[src/rtl/dls_pkg.sv]
package dls_pkg;

    typedef enum logic [1:0] {
        ST_EMPTY     = 2'd0,
        ST_CAPTURED  = 2'd1,
        ST_ENCODED   = 2'd2,
        ST_STREAMING = 2'd3
    } fill_state_e;

endpackage

[src/rtl/dls_tap_capture.sv]
module dls_tap_capture #(
    parameter int N_STAGES = 128
) (
    input  logic                clk_i,
    input  logic                rst_i,
    input  logic [N_STAGES-1:0] tap_i,
    output logic [N_STAGES-1:0] reached_o
);

    logic [N_STAGES-1:0] raw_q;

    // sample taps on the rising edge, half a period after launch
    always_ff @(posedge clk_i) begin
        if (rst_i) begin
            raw_q <= '0;
        end else begin
            raw_q <= tap_i;
        end
    end

    // odd stages sit behind an odd number of inversions relative to stage 0
    for (genvar k = 0; k < N_STAGES; k++) begin : g_pol
        if ((k % 2) == 1) begin : g_odd
            assign reached_o[k] = ~raw_q[k];
        end else begin : g_even
            assign reached_o[k] = raw_q[k];
        end
    end

endmodule

[src/rtl/dls_depth_encoder.sv]
module dls_depth_encoder #(
    parameter int N_STAGES = 128,
    parameter int SEG_W    = 16
) (
    input  logic                                clk_i,
    input  logic                                rst_i,
    input  logic [N_STAGES-1:0]                 reached_i,
    output logic [$clog2(N_STAGES+1)-1:0]       depth_o
);

    localparam int CNT_W = $clog2(N_STAGES + 1);
    localparam int N_SEG = N_STAGES / SEG_W;
    localparam int IDX_W = $clog2(SEG_W);

    logic [N_SEG-1:0]            seg_full;
    logic [N_SEG-1:0][IDX_W-1:0] seg_idx;
    logic [CNT_W-1:0]            depth_d;

    for (genvar s = 0; s < N_SEG; s++) begin : g_seg
        logic [SEG_W-1:0] bits;
        logic [IDX_W-1:0] idx;

        assign bits        = reached_i[s*SEG_W +: SEG_W];
        assign seg_full[s] = &bits;

        // lowest unswitched position inside this segment
        always_comb begin
            idx = '0;
            for (int i = SEG_W - 1; i >= 0; i--) begin
                if (!bits[i]) begin
                    idx = IDX_W'(i);
                end
            end
        end

        assign seg_idx[s] = idx;
    end

    // first segment holding a gap wins; all full means the whole chain
    always_comb begin
        depth_d = CNT_W'(N_STAGES);
        for (int s = N_SEG - 1; s >= 0; s--) begin
            if (!seg_full[s]) begin
                depth_d = CNT_W'(s * SEG_W) + CNT_W'(seg_idx[s]);
            end
        end
    end

    always_ff @(posedge clk_i) begin
        if (rst_i) begin
            depth_o <= '0;
        end else begin
            depth_o <= depth_d;
        end
    end

endmodule

[src/rtl/dls_fill_seq.sv]
module dls_fill_seq
    import dls_pkg::*;
(
    input  logic clk_i,
    input  logic rst_i,
    output logic load_valid_o
);

    fill_state_e state_q;
    fill_state_e state_d;

    always_ff @(posedge clk_i) begin
        if (rst_i) begin
            state_q <= ST_EMPTY;
        end else begin
            state_q <= state_d;
        end
    end

    always_comb begin
        state_d = state_q;
        unique case (state_q)
            ST_EMPTY:     state_d = ST_CAPTURED;
            ST_CAPTURED:  state_d = ST_ENCODED;
            ST_ENCODED:   state_d = ST_STREAMING;
            ST_STREAMING: state_d = ST_STREAMING;
            default:      state_d = ST_EMPTY;
        endcase
    end

    // the encoder register holds a real reading from ST_ENCODED onward
    always_comb begin
        load_valid_o = 1'b0;
        unique case (state_q)
            ST_EMPTY:     load_valid_o = 1'b0;
            ST_CAPTURED:  load_valid_o = 1'b0;
            ST_ENCODED:   load_valid_o = 1'b1;
            ST_STREAMING: load_valid_o = 1'b1;
            default:      load_valid_o = 1'b0;
        endcase
    end

endmodule

[src/rtl/dls_depth_sensor.sv]
module dls_depth_sensor #(
    parameter int N_STAGES = 128,
    parameter int SEG_W    = 16
) (
    input  logic                          clk_i,
    input  logic                          rst_i,
    input  logic [N_STAGES-1:0]           tap_i,
    output logic [$clog2(N_STAGES+1)-1:0] depth_o,
    output logic                          valid_o
);

    localparam int CNT_W = $clog2(N_STAGES + 1);

    logic [N_STAGES-1:0] reached;
    logic [CNT_W-1:0]    enc_depth;
    logic                load_valid;

    dls_tap_capture #(
        .N_STAGES(N_STAGES)
    ) u_capture (
        .clk_i     (clk_i),
        .rst_i     (rst_i),
        .tap_i     (tap_i),
        .reached_o (reached)
    );

    dls_depth_encoder #(
        .N_STAGES(N_STAGES),
        .SEG_W   (SEG_W)
    ) u_encoder (
        .clk_i     (clk_i),
        .rst_i     (rst_i),
        .reached_i (reached),
        .depth_o   (enc_depth)
    );

    dls_fill_seq u_seq (
        .clk_i        (clk_i),
        .rst_i        (rst_i),
        .load_valid_o (load_valid)
    );

    always_ff @(posedge clk_i) begin
        if (rst_i) begin
            depth_o <= '0;
            valid_o <= 1'b0;
        end else begin
            depth_o <= load_valid ? enc_depth : '0;
            valid_o <= load_valid;
        end
    end

endmodule

[config.mk]
export PLATFORM = sky130hd
export DESIGN_NAME = dls_depth_sensor
export DESIGN_NICKNAME = d
export VERILOG_FILES = /design/src/rtl/dls_pkg.sv /design/src/rtl/dls_tap_capture.sv /design/src/rtl/dls_depth_encoder.sv /design/src/rtl/dls_fill_seq.sv /design/src/rtl/dls_depth_sensor.sv
export SDC_FILE = /design/constraint.sdc
export NUM_CORES = 1
export LEC_CHECK = 0
export ABC_CLOCK_PERIOD_IN_PS = 3400
export CAP_MARGIN = 20
export CORE_MARGIN = 2
export CORE_UTILIZATION = 45
export DETAILED_ROUTE_END_ITERATION = 7
export MAX_ROUTING_LAYER = met4
export PLACE_DENSITY = 0.76
export SYNTH_ARGS = -nofsm -noshare
export SYNTH_HDL_FRONTEND = slang
export SYNTH_SLANG_ARGS = --single-unit
[constraint.sdc]
create_clock -name clk_i -period 3.4 [get_ports clk_i]
set_clock_uncertainty 0.15 [all_clocks]
set_input_delay 0.68 -clock clk_i [delete_from_list [all_inputs] [get_ports clk_i]]
set_output_delay 0.68 -clock clk_i [all_outputs]
set_load 0.02 [all_outputs]
==> metrics.cfg, run 1 <==
[drt]
wirelength_um=12400
ant_nets=0
wl_per_cell_um=13.6
via_per_inst=4.95
drt-initial-drc-count=188
drc=0
vias=4530
drtPass1Iterations=6

[logic_synthesis]
yosysUniqueCellTypes=59
synth-edff-count=0
syn_nets=718
syn_area_per_cell_um2=9.88
ys_ff_latch=147
ys.flop_type=dfxtp_1
synth.area.mux_share=0
synthXorXnorAreaFrac=0
synth_top_area_frac=0.507
ys_seq_area_frac=0.507
synth_fa_ha_area_frac=0
synthTopCellsByArea=dfxtp_1, nor2b_1, a21oi_1
yosysWarnings=0
synth_compound_area_frac=0.120
synth_top_family_by_area=simple AND/OR/NAND/NOR gates
synth_area_leader_cell=dfxtp_1
synth-simple-area-share=0.345
async_flop_share=0
synthCells=588
syn_area_um2=5810

[pwr]
p_per_area_nw_per_um2=501
leakagePower_nw=2.98
total_power_mw=3.98
ir_worst_vdd_mv=0.358

[cts]
clk_pin_slew_worst_paths_ns=0.06
post-cts-setup-buffers=0
clock_sinks=147
cts_tree=yes
clk_latency_ns=0.42
holdBufCountCts=0
cts_buffer_depth=2
htree_levels=4
cts_buffers=17
clock_tree.root_cell=clkbuf_16
cts_resized=0

[setup_path]
reg2reg_from=u_capture.raw_q[71]
critPathKind=register to output pin
critical_path.startpoint_type=register
max_stage_delay_ns=0.61
path_max_fanout=1
cp_cell_sequence=clkdlybuf4s50_1
cp-end-kind=output pin
crit_required_ns=2.57
path_buf_inv=1
critPathTopFamily=buffers and inverters
critPathArrivalTime_ns=1.36
cp_slowest_cell=clkdlybuf4s50_1
cp-startpoint=depth_o[4]

[grt]
grt_pass1_vias=4496
antenna_found_initial=0
grt_max_degree=80
grt_pass1_wl_um=20500
grt_usage=0.190
overflow=0

[floorplanning]
boundaryPins=139
start_util=0.460
dieWidth_um=118
rows=41
dieHeight_um=118
core_area_um2=12600
die_area_um2=13800

[timing]
rsz0062_at_grt=no
hold_slack_ns=0.273
period_share=0.646
hold_viol=0
max_freq_mhz=456
finalSetupViolCount=0
fin_crit_ns=2.19
setup_slack_ns=1.21
finalSetupTns_ns=0
relSlewSlack=0.485
slew_violations=0
worstMarginPinSlew_ns=0.772

[placed_design]
gp_congestion=0.826
dp.final_hpwl_um=9390
dp.cells=884
io_buffers=138
dpl_worst_slack_ns=1.10
placed_area_um2=7350

[finish]
fin_area_um2=7930
layout-drive-gt1-share=0.0766
layout_common_cells=dfxtp_1, nor2b_1, clkdlybuf4s50_1
final_util=0.628
layout_commonest_cell=dfxtp_1
nNetsFinal=861
antenna_cells=0
instances_no_fill=916
areaGrowthSynthToFinish_pct=36.5

[run_status]
status=finished clean

[hold_path]
hp-start=u_encoder.depth_o[4]
hp-class=register to register

[run]
maxCapViolations=0

[final timing paths]
path                                        endpoint  slack, ns  depth (start not counted)
worst max-delay path                      depth_o[4]       1.21                          1
worst min-delay path                      depth_o[4]       0.27                          1
worst max register to register  u_encoder.depth_o[2]       1.22                          6
worst min register to register            depth_o[4]       0.27                          1
[logic make-up after synthesis]
family / count (synthesis)
AOI/OAI and AO/OA: 106
and+or+nand+nor: 291
buffers and inverters: 44
DFF: 147
[layer usage]
metal | vias to the layer above | GRT usage | share of wire
li1 | 2328 | - | -
met1 | 2073 | 0.219 | 0.45
met2 | 113 | 0.313 | 0.49
met3 | 16 | 0.0547 | 0.047
met4 | 0 | 0.0753 | 0.014
met5 | - | - | 0
[sequential cells by signal, summed over array words and instances, names as in the netlist]
signal,flops
u_encoder.depth_o,8
valid_o,1
u_seq.state_q,2
u_capture.raw_q,128
depth_o,8
[Yosys cell counts (7+ instances only)]
cell type / n
nand2b_1: 17
clkbuf_1: 15
dfxtp_1: 147
and2_1: 11
o21ai_0: 18
nor3_1: 7
o21ai_1: 7
nand3_1: 10
nor2_1: 19
nor2b_1: 142
inv_1: 28
and4bb_1: 10
a21oi_1: 28
nand2_1: 26
[report_power, final]
part / internal [mW] / leakage (nW) / switching, mW / total (mW)
clock network: 1.09 / 0.278 / 0.689 / 1.78
logic: 0.219 / 1.48 / 0.105 / 0.323
registers: 1.81 / 1.22 / 0.0633 / 1.87
total: 3.12 / 2.98 / 0.857 / 3.98
[final cells by class]
| class | instances | area, µm² |
|---|---|---|
| clock buffer | 18 | 439 |
| clock inverter | 14 | 138 |
| fill | 1059 | 4690 |
| inverter | 29 | 109 |
| multi-input combinational | 397 | 2700 |
| sequential | 147 | 2940 |
| tap | 172 | 215 |
| timing repair buffer | 139 | 1390 |
Note: power is estimated with default switching activity, not from simulation.
==> inputs of run 2 (changes only) <==
ABC_CLOCK_PERIOD_IN_PS = 1850   (was 3400)
PLACE_DENSITY = 0.79   (was 0.76)
clock period = 1.85 ns   (was 3.4 ns; I/O delays follow)
==> run 2 against run 1 <==
Compared with the run above: the run now ends with setup timing left; total power increased by 88%; cell area increased by 10%; sequential power increased by 84%; critical endpoint is now u_encoder.depth_o[1]; die area unchanged; largest cell class unchanged; core utilization increased by 6.4 points.
==> metrics.cfg, run 2 (same netlist as run 1, synthesis figures left out) <==
[setup_path]
cp-startpoint=u_capture.raw_q[15]
critPathKind=register to register
critPathArrivalTime_ns=2.14  ; +0.78 ns
reg2reg_from=u_capture.raw_q[15]
path_max_fanout=2  ; +1
cp_cell_sequence=nand2b_4 -> a311oi_2 -> o311ai_1 -> a31oi_1 -> o32ai_2 -> buf_4 -> nor2_2 -> a21oi_2
r2r_slack_ns=-0.08  ; -1.30 ns
critical_path.startpoint_type=register
max_stage_delay_ns=0.37  ; -0.24 ns
cp_slowest_cell=o32ai_2
cp-end-kind=register
crit_required_ns=2.06  ; -0.51 ns

[floorplanning]
dieHeight_um=118  ; unchanged
boundaryPins=139  ; unchanged
start_util=0.460  ; unchanged
dieWidth_um=118  ; unchanged
rows=41  ; unchanged
die_area_um2=13800  ; unchanged
core_area_um2=12600  ; unchanged

[placed_design]
dp.cells=952  ; +7.7%
io_buffers=138  ; unchanged
dpl_worst_slack_ns=-0.0940  ; -1.19 ns
placed_area_um2=7880  ; +7.1%
gp_congestion=0.834  ; +1.0%
dp.final_hpwl_um=10400  ; +11%

[grt]
grt_usage=0.220  ; +0.0294
grt_pass1_vias=5155  ; +15%
overflow=0  ; unchanged
antenna_found_initial=0  ; unchanged
grt_pass1_wl_um=24100  ; +17%
grt_max_degree=132  ; +65%

[finish]
regArea_um2=2960  ; +0.47%
fillers=965  ; -8.9%
nNetsFinal=938  ; +8.9%
antenna_cells=0  ; unchanged
layout-drive-gt1-share=0.217  ; +0.140
areaGrowthSynthToFinish_pct=50.3
top_regs=u_capture.raw_q: 128 flops, depth_o: 8 flops, u_encoder.depth_o: 8 flops
final_util=0.692  ; +0.0636
layout_commonest_cell=nor2b_1
top_register=u_capture.raw_q
multiInputGateArea_um2=2890  ; +6.8%
fin_area_um2=8730  ; +10%
instances_no_fill=993  ; +8.4%
largest_reg_flops=128  ; unchanged
layout_common_cells=nor2b_1, dfxtp_1, clkdlybuf4s50_1

[drt]
ant_nets=0  ; unchanged
wirelength_um=14600  ; +17%
drt-initial-drc-count=181  ; -3.7%
drtPass1Iterations=4  ; -2
wl_per_cell_um=14.7  ; +8.1%
via_per_inst=4.95  ; about the same
drc=0  ; unchanged
vias=4912  ; +8.4%

[timing]
setup_slack_ns=-0.0797  ; -1.28 ns
hold_slack_ns=0.285  ; +0.0117 ns
relSlewSlack=0.656  ; +0.171
period_share=1.04
finalSetupViolCount=2  ; +2
slew_violations=0  ; unchanged
finalSetupTns_ns=-0.0886  ; -0.0886 ns
fin_crit_ns=1.93
worstMarginPinSlew_ns=0.516  ; -0.256 ns
max_freq_mhz=518
hold_viol=0  ; unchanged
rsz0062_at_grt=yes

[pwr]
combPwrFrac=0.097  ; +0.016
p_switching_mw=1.65  ; +93%
sw_frac_of_total=0.221  ; +0.00572
p_int_mw=5.82  ; +87%
seq_power_share=0.460  ; -0.011
leakagePower_nw=3.51  ; +18%
total_power_mw=7.47  ; +88%
ir_worst_vdd_mv=0.597  ; +67%
pwr-share-clk=0.442  ; -0.006
p_per_area_nw_per_um2=856  ; +71%

[cts]
clk_latency_ns=0.42  ; about the same
clock_tree.root_cell=clkbuf_16
cts_buffer_depth=2  ; unchanged
clock_sinks=147  ; unchanged
htree_levels=4  ; unchanged
cts_buffers=17  ; unchanged
clk_pin_slew_worst_paths_ns=0.06  ; about the same
holdBufCountCts=0  ; unchanged
cts_tree=yes

[hold_path]
hp-class=register to register
hp-start=u_encoder.depth_o[3]

[run_status]
status=finished, violations left
violations=setup timing

[run]
maxCapViolations=0  ; unchanged

-- run 2: cell types whose count changed in the layout (fill, tap and decap cells not counted), moves of 3 or more --
cell,change
clkdlybuf4s50_1,-9
a21oi_2,+4
dlygate4sd2_1,+5
dlymetal6s2s_1,+4
a21oi_1,-4
dfxtp_2,+11
dfxtp_1,-11
and4bb_2,+4
and4bb_1,-4
nand2b_4,+3
buf_4,+74
nand2b_1,-3
-- run 2: area by class of cell --
class,instances,area share
inverter,29,0.0125
timing repair buffer,216,0.228
sequential,147,0.339
clock buffer,19,0.0507
tap,172,0.0246
clock inverter,13,0.0156
multi-input combinational,397,0.330
-- run 2: path summary, 6_finish.rpt --
kind | end | cells after the start
worst max-delay path | u_encoder.depth_o[1] | 8
worst min-delay path | depth_o[3] | 1
worst max register to register | u_encoder.depth_o[1] | 8
worst min register to register | depth_o[3] | 1
-- run 2: routing by layer --
| metal | global-route usage | vias up | share of wire |
|---|---|---|---|
| li1 | - | 2479 | - |
| met1 | 0.249 | 2279 | 0.43 |
| met2 | 0.379 | 132 | 0.51 |
| met3 | 0.0567 | 22 | 0.043 |
| met4 | 0.0700 | 0 | 0.014 |
| met5 | - | - | 0 |
-- run 2: critical path, delay by kind of cell, from the launching register on --
| kind | cells | cell delay, ns |
|---|---|---|
| flops | 1 | 0.33 |
| simple gates | 2 | 0.16 |
| buf+inv | 1 | 0.18 |
| compound gates | 5 | 1.05 |
-- run 2: timing repair --
action,in CTS,in global routing
setup endpoints to repair,9,12
buffers inserted,6,4
gates resized for setup,23,37
pin swaps,17,24
-- run 2: power by group through the flow --
| stage | logic [mW] | registers (mW) | clock network [mW] |
|---|---|---|---|
| floorplan | 0.279 | 3.47 | 0 |
| global placement | 0.683 | 3.48 | 0 |
| detailed placement | 0.696 | 3.49 | 0 |
| CTS | 0.713 | 3.43 | 3.34 |
| global route | 0.788 | 3.46 | 3.49 |
| finish | 0.726 | 3.44 | 3.31 |
